<file path="src/rtl/cmp_pkg.sv">
package cmp_pkg;

    localparam int unsigned MODE_W = 4;

    typedef enum logic [MODE_W-1:0] {
        MODE_OFF     = 4'b0000,
        MODE_SET_HI  = 4'b1000,
        MODE_CLR_LO  = 4'b1001,
        MODE_IRQ     = 4'b1010,
        MODE_EVENT   = 4'b1011
    } cmp_mode_e;

    // Decoded per-mode match behaviour
    typedef struct packed {
        logic active;    // a match is acted upon
        logic drive_hi;  // match drives pin high
        logic drive_lo;  // match drives pin low
        logic period;    // match restarts the counter
    } mode_dec_t;

    // Pin level forced at the moment a mode is written
    typedef struct packed {
        logic has_level;
        logic level;
    } entry_t;

    function automatic mode_dec_t decode_mode(input logic [MODE_W-1:0] m);
        mode_dec_t d;
        d = '0;
        case (m)
            MODE_SET_HI: begin d.active = 1'b1; d.drive_hi = 1'b1; end
            MODE_CLR_LO: begin d.active = 1'b1; d.drive_lo = 1'b1; end
            MODE_IRQ:    begin d.active = 1'b1; end
            MODE_EVENT:  begin d.active = 1'b1; d.period = 1'b1; end
            default:     d = '0;
        endcase
        return d;
    endfunction

    function automatic entry_t entry_level(input logic [MODE_W-1:0] m);
        entry_t e;
        e = '0;
        case (m)
            MODE_OFF:    begin e.has_level = 1'b1; e.level = 1'b0; end
            MODE_SET_HI: begin e.has_level = 1'b1; e.level = 1'b0; end
            MODE_CLR_LO: begin e.has_level = 1'b1; e.level = 1'b1; end
            default:     e = '0;
        endcase
        return e;
    endfunction

endpackage

</file>
<file path="src/rtl/cmp_timer.sv">
module cmp_timer #(
    parameter int unsigned W = 16
) (
    input  logic         clk,
    input  logic         rst,
    input  logic         run,
    input  logic         clr_req,
    input  logic         ovf_clr,
    output logic [W-1:0] tmr_q,
    output logic         ovf_q
);
    localparam logic [W-1:0] TOP = {W{1'b1}};

    logic wrap;
    assign wrap = run && !clr_req && (tmr_q == TOP);

    always_ff @(posedge clk) begin
        if (rst) begin
            tmr_q <= '0;
            ovf_q <= 1'b0;
        end else if (run) begin
            tmr_q <= clr_req ? '0 : tmr_q + 1'b1;
            if (wrap)
                ovf_q <= 1'b1;
            else if (ovf_clr)
                ovf_q <= 1'b0;
        end
    end

    assert_count_R2: assert property (@(posedge clk) disable iff (rst)
        (run && !clr_req) |=> (tmr_q == $past(tmr_q) + 1'b1));

    assert_restart_R7: assert property (@(posedge clk) disable iff (rst)
        (run && clr_req) |=> (tmr_q == '0));

    assert_ovf_only_wrap_R9: assert property (@(posedge clk) disable iff (rst)
        $rose(ovf_q) |-> ($past(tmr_q) == TOP && !$past(clr_req)));

    assert_sleep_hold_R10: assert property (@(posedge clk) disable iff (rst)
        !run |=> ($stable(tmr_q) && $stable(ovf_q)));

endmodule

</file>
<file path="src/rtl/cmp_regs.sv">
module cmp_regs
    import cmp_pkg::*;
#(
    parameter int unsigned W = 16
) (
    input  logic              clk,
    input  logic              rst,
    input  logic              run,
    input  logic              mode_wr,
    input  logic [MODE_W-1:0] mode_wdata,
    input  logic              cmp_wr,
    input  logic [W-1:0]      cmp_wdata,
    output logic [MODE_W-1:0] mode_q,
    output logic [W-1:0]      cmp_q
);
    always_ff @(posedge clk) begin
        if (rst) begin
            mode_q <= MODE_OFF;
            cmp_q  <= '0;
        end else if (run) begin
            if (mode_wr) mode_q <= mode_wdata;
            if (cmp_wr)  cmp_q  <= cmp_wdata;
        end
    end

    assert_regs_frozen_R10: assert property (@(posedge clk) disable iff (rst)
        !run |=> ($stable(mode_q) && $stable(cmp_q)));

endmodule

</file>
<file path="src/rtl/cmp_match_ctrl.sv">
module cmp_match_ctrl
    import cmp_pkg::*;
#(
    parameter int unsigned W = 16
) (
    input  logic              clk,
    input  logic              rst,
    input  logic              run,
    input  logic [W-1:0]      tmr_q,
    input  logic [W-1:0]      cmp_q,
    input  logic [MODE_W-1:0] mode_q,
    input  logic              mode_wr,
    input  logic [MODE_W-1:0] mode_wdata,
    input  logic              adc_en,
    input  logic              flag_clr,
    output logic              clr_req,
    output logic              pin_q,
    output logic              flag_q,
    output logic              rst_pulse_q,
    output logic              conv_pulse_q
);
    mode_dec_t dec;
    entry_t    ent;
    logic      hit;

    assign dec     = decode_mode(mode_q);
    assign ent     = entry_level(mode_wdata);
    assign hit     = run && dec.active && (tmr_q == cmp_q);
    assign clr_req = hit && dec.period;

    always_ff @(posedge clk) begin
        if (rst) begin
            pin_q        <= 1'b0;
            flag_q       <= 1'b0;
            rst_pulse_q  <= 1'b0;
            conv_pulse_q <= 1'b0;
        end else if (run) begin
            if (mode_wr && ent.has_level)
                pin_q <= ent.level;
            else if (hit && dec.drive_hi)
                pin_q <= 1'b1;
            else if (hit && dec.drive_lo)
                pin_q <= 1'b0;

            if (hit)
                flag_q <= 1'b1;
            else if (flag_clr)
                flag_q <= 1'b0;

            rst_pulse_q  <= clr_req;
            conv_pulse_q <= clr_req && adc_en;
        end else begin
            rst_pulse_q  <= 1'b0;
            conv_pulse_q <= 1'b0;
        end
    end

    assert_flag_on_match_R5: assert property (@(posedge clk) disable iff (rst)
        $rose(flag_q) |-> $past(tmr_q == cmp_q));

    assert_irq_pin_kept_R6: assert property (@(posedge clk) disable iff (rst)
        (mode_q == MODE_IRQ && $past(mode_q) == MODE_IRQ) |-> $stable(pin_q));

    assert_conv_with_restart_R8: assert property (@(posedge clk) disable iff (rst)
        conv_pulse_q |-> rst_pulse_q);

    assert_no_pulse_after_sleep_R10: assert property (@(posedge clk) disable iff (rst)
        $past(!run) |-> (!rst_pulse_q && !conv_pulse_q));

    assert_off_pin_low_R11: assert property (@(posedge clk) disable iff (rst)
        (mode_q == MODE_OFF) |-> !pin_q);

endmodule

</file>
<file path="src/rtl/cmp_event_unit.sv">
module cmp_event_unit
    import cmp_pkg::*;
#(
    parameter int unsigned TMR_W = 16
) (
    input  logic             clk,
    input  logic             rst,
    input  logic             sleep,
    input  logic             mode_wr,
    input  logic [3:0]       mode_wdata,
    input  logic             cmp_wr,
    input  logic [TMR_W-1:0] cmp_wdata,
    input  logic             adc_enabled,
    input  logic             cmp_flag_clr,
    input  logic             ovf_flag_clr,
    output logic             cmp_pin,
    output logic             cmp_flag,
    output logic             ovf_flag,
    output logic             tmr_reset_pulse,
    output logic             conv_start_pulse,
    output logic [TMR_W-1:0] tmr_count
);
    logic              run;
    logic              clr_req;
    logic [MODE_W-1:0] mode_q;
    logic [TMR_W-1:0]  cmp_q;

    assign run = !sleep;

    cmp_regs #(.W(TMR_W)) u_regs (
        .clk        (clk),
        .rst        (rst),
        .run        (run),
        .mode_wr    (mode_wr),
        .mode_wdata (mode_wdata),
        .cmp_wr     (cmp_wr),
        .cmp_wdata  (cmp_wdata),
        .mode_q     (mode_q),
        .cmp_q      (cmp_q)
    );

    cmp_timer #(.W(TMR_W)) u_timer (
        .clk     (clk),
        .rst     (rst),
        .run     (run),
        .clr_req (clr_req),
        .ovf_clr (ovf_flag_clr),
        .tmr_q   (tmr_count),
        .ovf_q   (ovf_flag)
    );

    cmp_match_ctrl #(.W(TMR_W)) u_ctrl (
        .clk          (clk),
        .rst          (rst),
        .run          (run),
        .tmr_q        (tmr_count),
        .cmp_q        (cmp_q),
        .mode_q       (mode_q),
        .mode_wr      (mode_wr),
        .mode_wdata   (mode_wdata),
        .adc_en       (adc_enabled),
        .flag_clr     (cmp_flag_clr),
        .clr_req      (clr_req),
        .pin_q        (cmp_pin),
        .flag_q       (cmp_flag),
        .rst_pulse_q  (tmr_reset_pulse),
        .conv_pulse_q (conv_start_pulse)
    );

endmodule

</file>
<file path="config.mk">
export PLATFORM = sky130hd
export DESIGN_NAME = cmp_event_unit
export DESIGN_NICKNAME = d
export VERILOG_FILES = /design/src/rtl/cmp_pkg.sv /design/src/rtl/cmp_timer.sv /design/src/rtl/cmp_regs.sv /design/src/rtl/cmp_match_ctrl.sv /design/src/rtl/cmp_event_unit.sv
export SDC_FILE = /design/constraint.sdc
export NUM_CORES = 1
export LEC_CHECK = 0
export BUFFER_PORTS_ARGS = -buffer_cell sky130_fd_sc_hd__buf_2
export CAP_MARGIN = 20
export CORE_MARGIN = 2
export CORE_UTILIZATION = 56
export DETAILED_ROUTE_END_ITERATION = 6
export HOLD_SLACK_MARGIN = 0.05
export PLACE_DENSITY = 0.84
export SYNTH_ARGS = -nofsm -noshare
export SYNTH_HDL_FRONTEND = slang
export SYNTH_SLANG_ARGS = --single-unit
</file>
<file path="constraint.sdc">
create_clock -name clk -period 4.95 [get_ports clk]
set_input_delay 0.99 -clock clk [delete_from_list [all_inputs] [get_ports clk]]
set_output_delay 0.99 -clock clk [all_outputs]
set_load 0.1 [all_outputs]
</file>
==> impl_metrics.json <==
{
  "p_leak_nw": 0.886,
  "io_buffers": 48,
  "syn_avg_cell_area_sq_um": 8.32,
  "drtIter0Drc": 93,
  "netlist_area_sq_um": 1880,
  "layout_common_cells": "48 x buf_2, 47 x nand2_1, 41 x dfxtp_1",
  "ir_drop_uv": 146,
  "grt_pass1_vias": 1522,
  "groute.usage.overall_pct": 23.2,
  "vias": 1672,
  "synth_top_area_cell": "dfxtp_1",
  "synth_nets": 255,
  "synth_compound_area_share_pct": 8.72,
  "crit_path_max_fanout": 14,
  "antenna_found_initial": 0,
  "post-route-util_pct": 66.4,
  "synthCells": 226,
  "synth_edf_count": 0,
  "cts_buffers": 5,
  "cts_sinks": 41,
  "synth.distinct_cells": 30,
  "fin_crit_sh_pct": 48.6,
  "synth-seq-area-share_pct": 43.6,
  "synth_fa_ha_area_share_pct": 0.665,
  "cp.required_ps": 5150,
  "grt_setup_unrepaired": "false",
  "layout_commonest_cell": "buf_2",
  "cts_root_buffer": "clkbuf_4",
  "dp.cells": 309,
  "preCtsSetupSlack_ps": 2190,
  "yosysWarningCount": 0,
  "clk_path_buf_depth": 2,
  "setup_tns_ps": 0,
  "dieArea_sq_um": 3840,
  "slew_violations": 0,
  "startpoint_type": "input pin",
  "die_h_microns": 62.0,
  "relSlewSlack_pct": 52.9,
  "clock_latency_ps": 330,
  "area_growth_pct": 16.0,
  "worst_pin_slew_ps": 706,
  "synth_flop_cell": "dfxtp_1",
  "hp-class": "flip-flop to flip-flop",
  "first_pass_iters": 4,
  "core_sq_um": 3280,
  "period_minus_slack_ps": 2410,
  "status": "finished, final reports clean",
  "die_w_microns": 62.0,
  "fin_nets": 300,
  "end_kind": "flip-flop",
  "yosys.area_share.simple_pct": 27.3,
  "grt_first_pass_wirelength_microns": 6600,
  "arrival_ps": 2610,
  "avgRoutedWirePerCell_microns": 12.7,
  "path_clk_slew_ps": 110,
  "synth_xor_area_share_pct": 13.5,
  "critPathKind": "input pin to flip-flop",
  "fmax_mhz": 415,
  "fin_hold_ws_ps": 475,
  "post-cts-setup-buffer-count": 0,
  "cts_resized": 0,
  "htreeDepth": 2,
  "ys_top_cells_by_area": "dfxtp_1 44%, nand2_1 9.4%, xnor2_1 8.4%",
  "wl_microns": 4040,
  "start_util_pct": 57.3,
  "worst_slack_ps": 2540,
  "yosysTopAreaCellShare_pct": 43.6,
  "viasPerCell": 5.26,
  "dpl.hpwl_microns": 3040,
  "n_antenna_cell": 0,
  "overflow": 0,
  "synth_top_family_by_area": "simple AND/OR/NAND/NOR gates",
  "postCtsHoldBufs": 0,
  "num_io_pins": 49,
  "final_antenna_net_count": 0,
  "fin_cells": 318,
  "async_reset_ff_share_pct": 0,
  "skew_ps": 4.00,
  "cts_tree": "yes",
  "finalSetupViolations": 0,
  "drv_cap": 0,
  "fin_area_sq_um": 2180,
  "synth_mux_area_share_pct": 2.13,
  "power_mw": 0.574,
  "drive_above_1_share_pct": 22.1,
  "drc": 0,
  "ys_ff_latch": 41,
  "hold_violations": 0,
  "gp_congestion": 0.879,
  "grt_max_degree": 42,
  "p_per_area_nw_per_um2": 263,
  "fp-row-count": 21,
  "dpl-instance-area_sq_um": 2120
}
[synth_stat cells, types with 2 or more instances]
| library cell | count |
|---|---|
| a21oi_1 | 20 |
| buf_6 | 2 |
| clkbuf_1 | 9 |
| dfxtp_1 | 41 |
| inv_1 | 5 |
| mux2i_1 | 4 |
| nand2_1 | 47 |
| nand3_1 | 9 |
| nand4_1 | 11 |
| nor2_1 | 11 |
| nor2b_1 | 4 |
| nor3_1 | 15 |
| nor3b_1 | 2 |
| o21ai_0 | 3 |
| xnor2_1 | 18 |
| xor2_1 | 11 |
[kinds of logic (layout without fill, tap and decap cells)]
family	count (synthesis)	in the layout
AOI/OAI and AO/OA	29	29
xor gates and xnor gates	29	29
adders and majority gates	1	1
buffers and inverters	16	62
DFF	41	41
muxes	4	4
and+or+nand+nor	106	106
[routing by layer]
metal / vias to the layer above / track usage, % / wire length, microns
li1: 855 / - / -
met1: 741 / 30.6 / 1850
met2: 64 / 35.1 / 1840
met3: 12 / 5.59 / 265
met4: 0 / 12.2 / 89
met5: - / 0 / 0
[area by class of cell]
cell class / count / area [sq um]
Multi-Input combinational cell: 169 / 985
Timing Repair Buffer: 49 / 248
Inverter: 5 / 18.8
Clock buffer: 6 / 41.3
Sequential cell: 41 / 821
Tap cell: 46 / 57.6
Fill cell: 294 / 1100
Clock inverter: 2 / 10.0
[power breakdown]
| group | internal [mW] | total [mW] | switching, mW | leakage (nW) |
|---|---|---|---|---|
| clock | 0.0542 | 0.156 | 0.102 | 0.0320 |
| combinational | 0.0267 | 0.0702 | 0.0436 | 0.521 |
| sequential | 0.339 | 0.347 | 0.00833 | 0.333 |
| total | 0.420 | 0.574 | 0.154 | 0.886 |
[registers in the layout, summed over array words and instances (netlist names)]
signal / flops
u_timer.ovf_q: 1
u_ctrl.rst_pulse_q: 1
u_ctrl.flag_q: 1
u_regs.cmp_q: 16
u_timer.tmr_q: 16
u_regs.mode_q: 4
u_ctrl.pin_q: 1
u_ctrl.conv_pulse_q: 1
[critical path, cell delays in order]
cell and delay, ps:
buf_2 170, nor3b_1 280, nand2_1 80, or4_4 530, nor3_4 450, nor3_1 100
[worst paths after layout]
path / depth (start not counted) / slack [ps] / startpoint / endpoint
setup / recovery: 6 / 2540 / sleep / u_timer.tmr_q[12]
hold / removal: 2 / 470 / u_regs.cmp_q[7] / u_regs.cmp_q[7]
setup reg to reg: 5 / 2870 / u_timer.tmr_q[1] / u_timer.tmr_q[12]
hold reg to reg: 2 / 470 / u_regs.cmp_q[7] / u_regs.cmp_q[7]
Power figures use the tool's default switching activity.
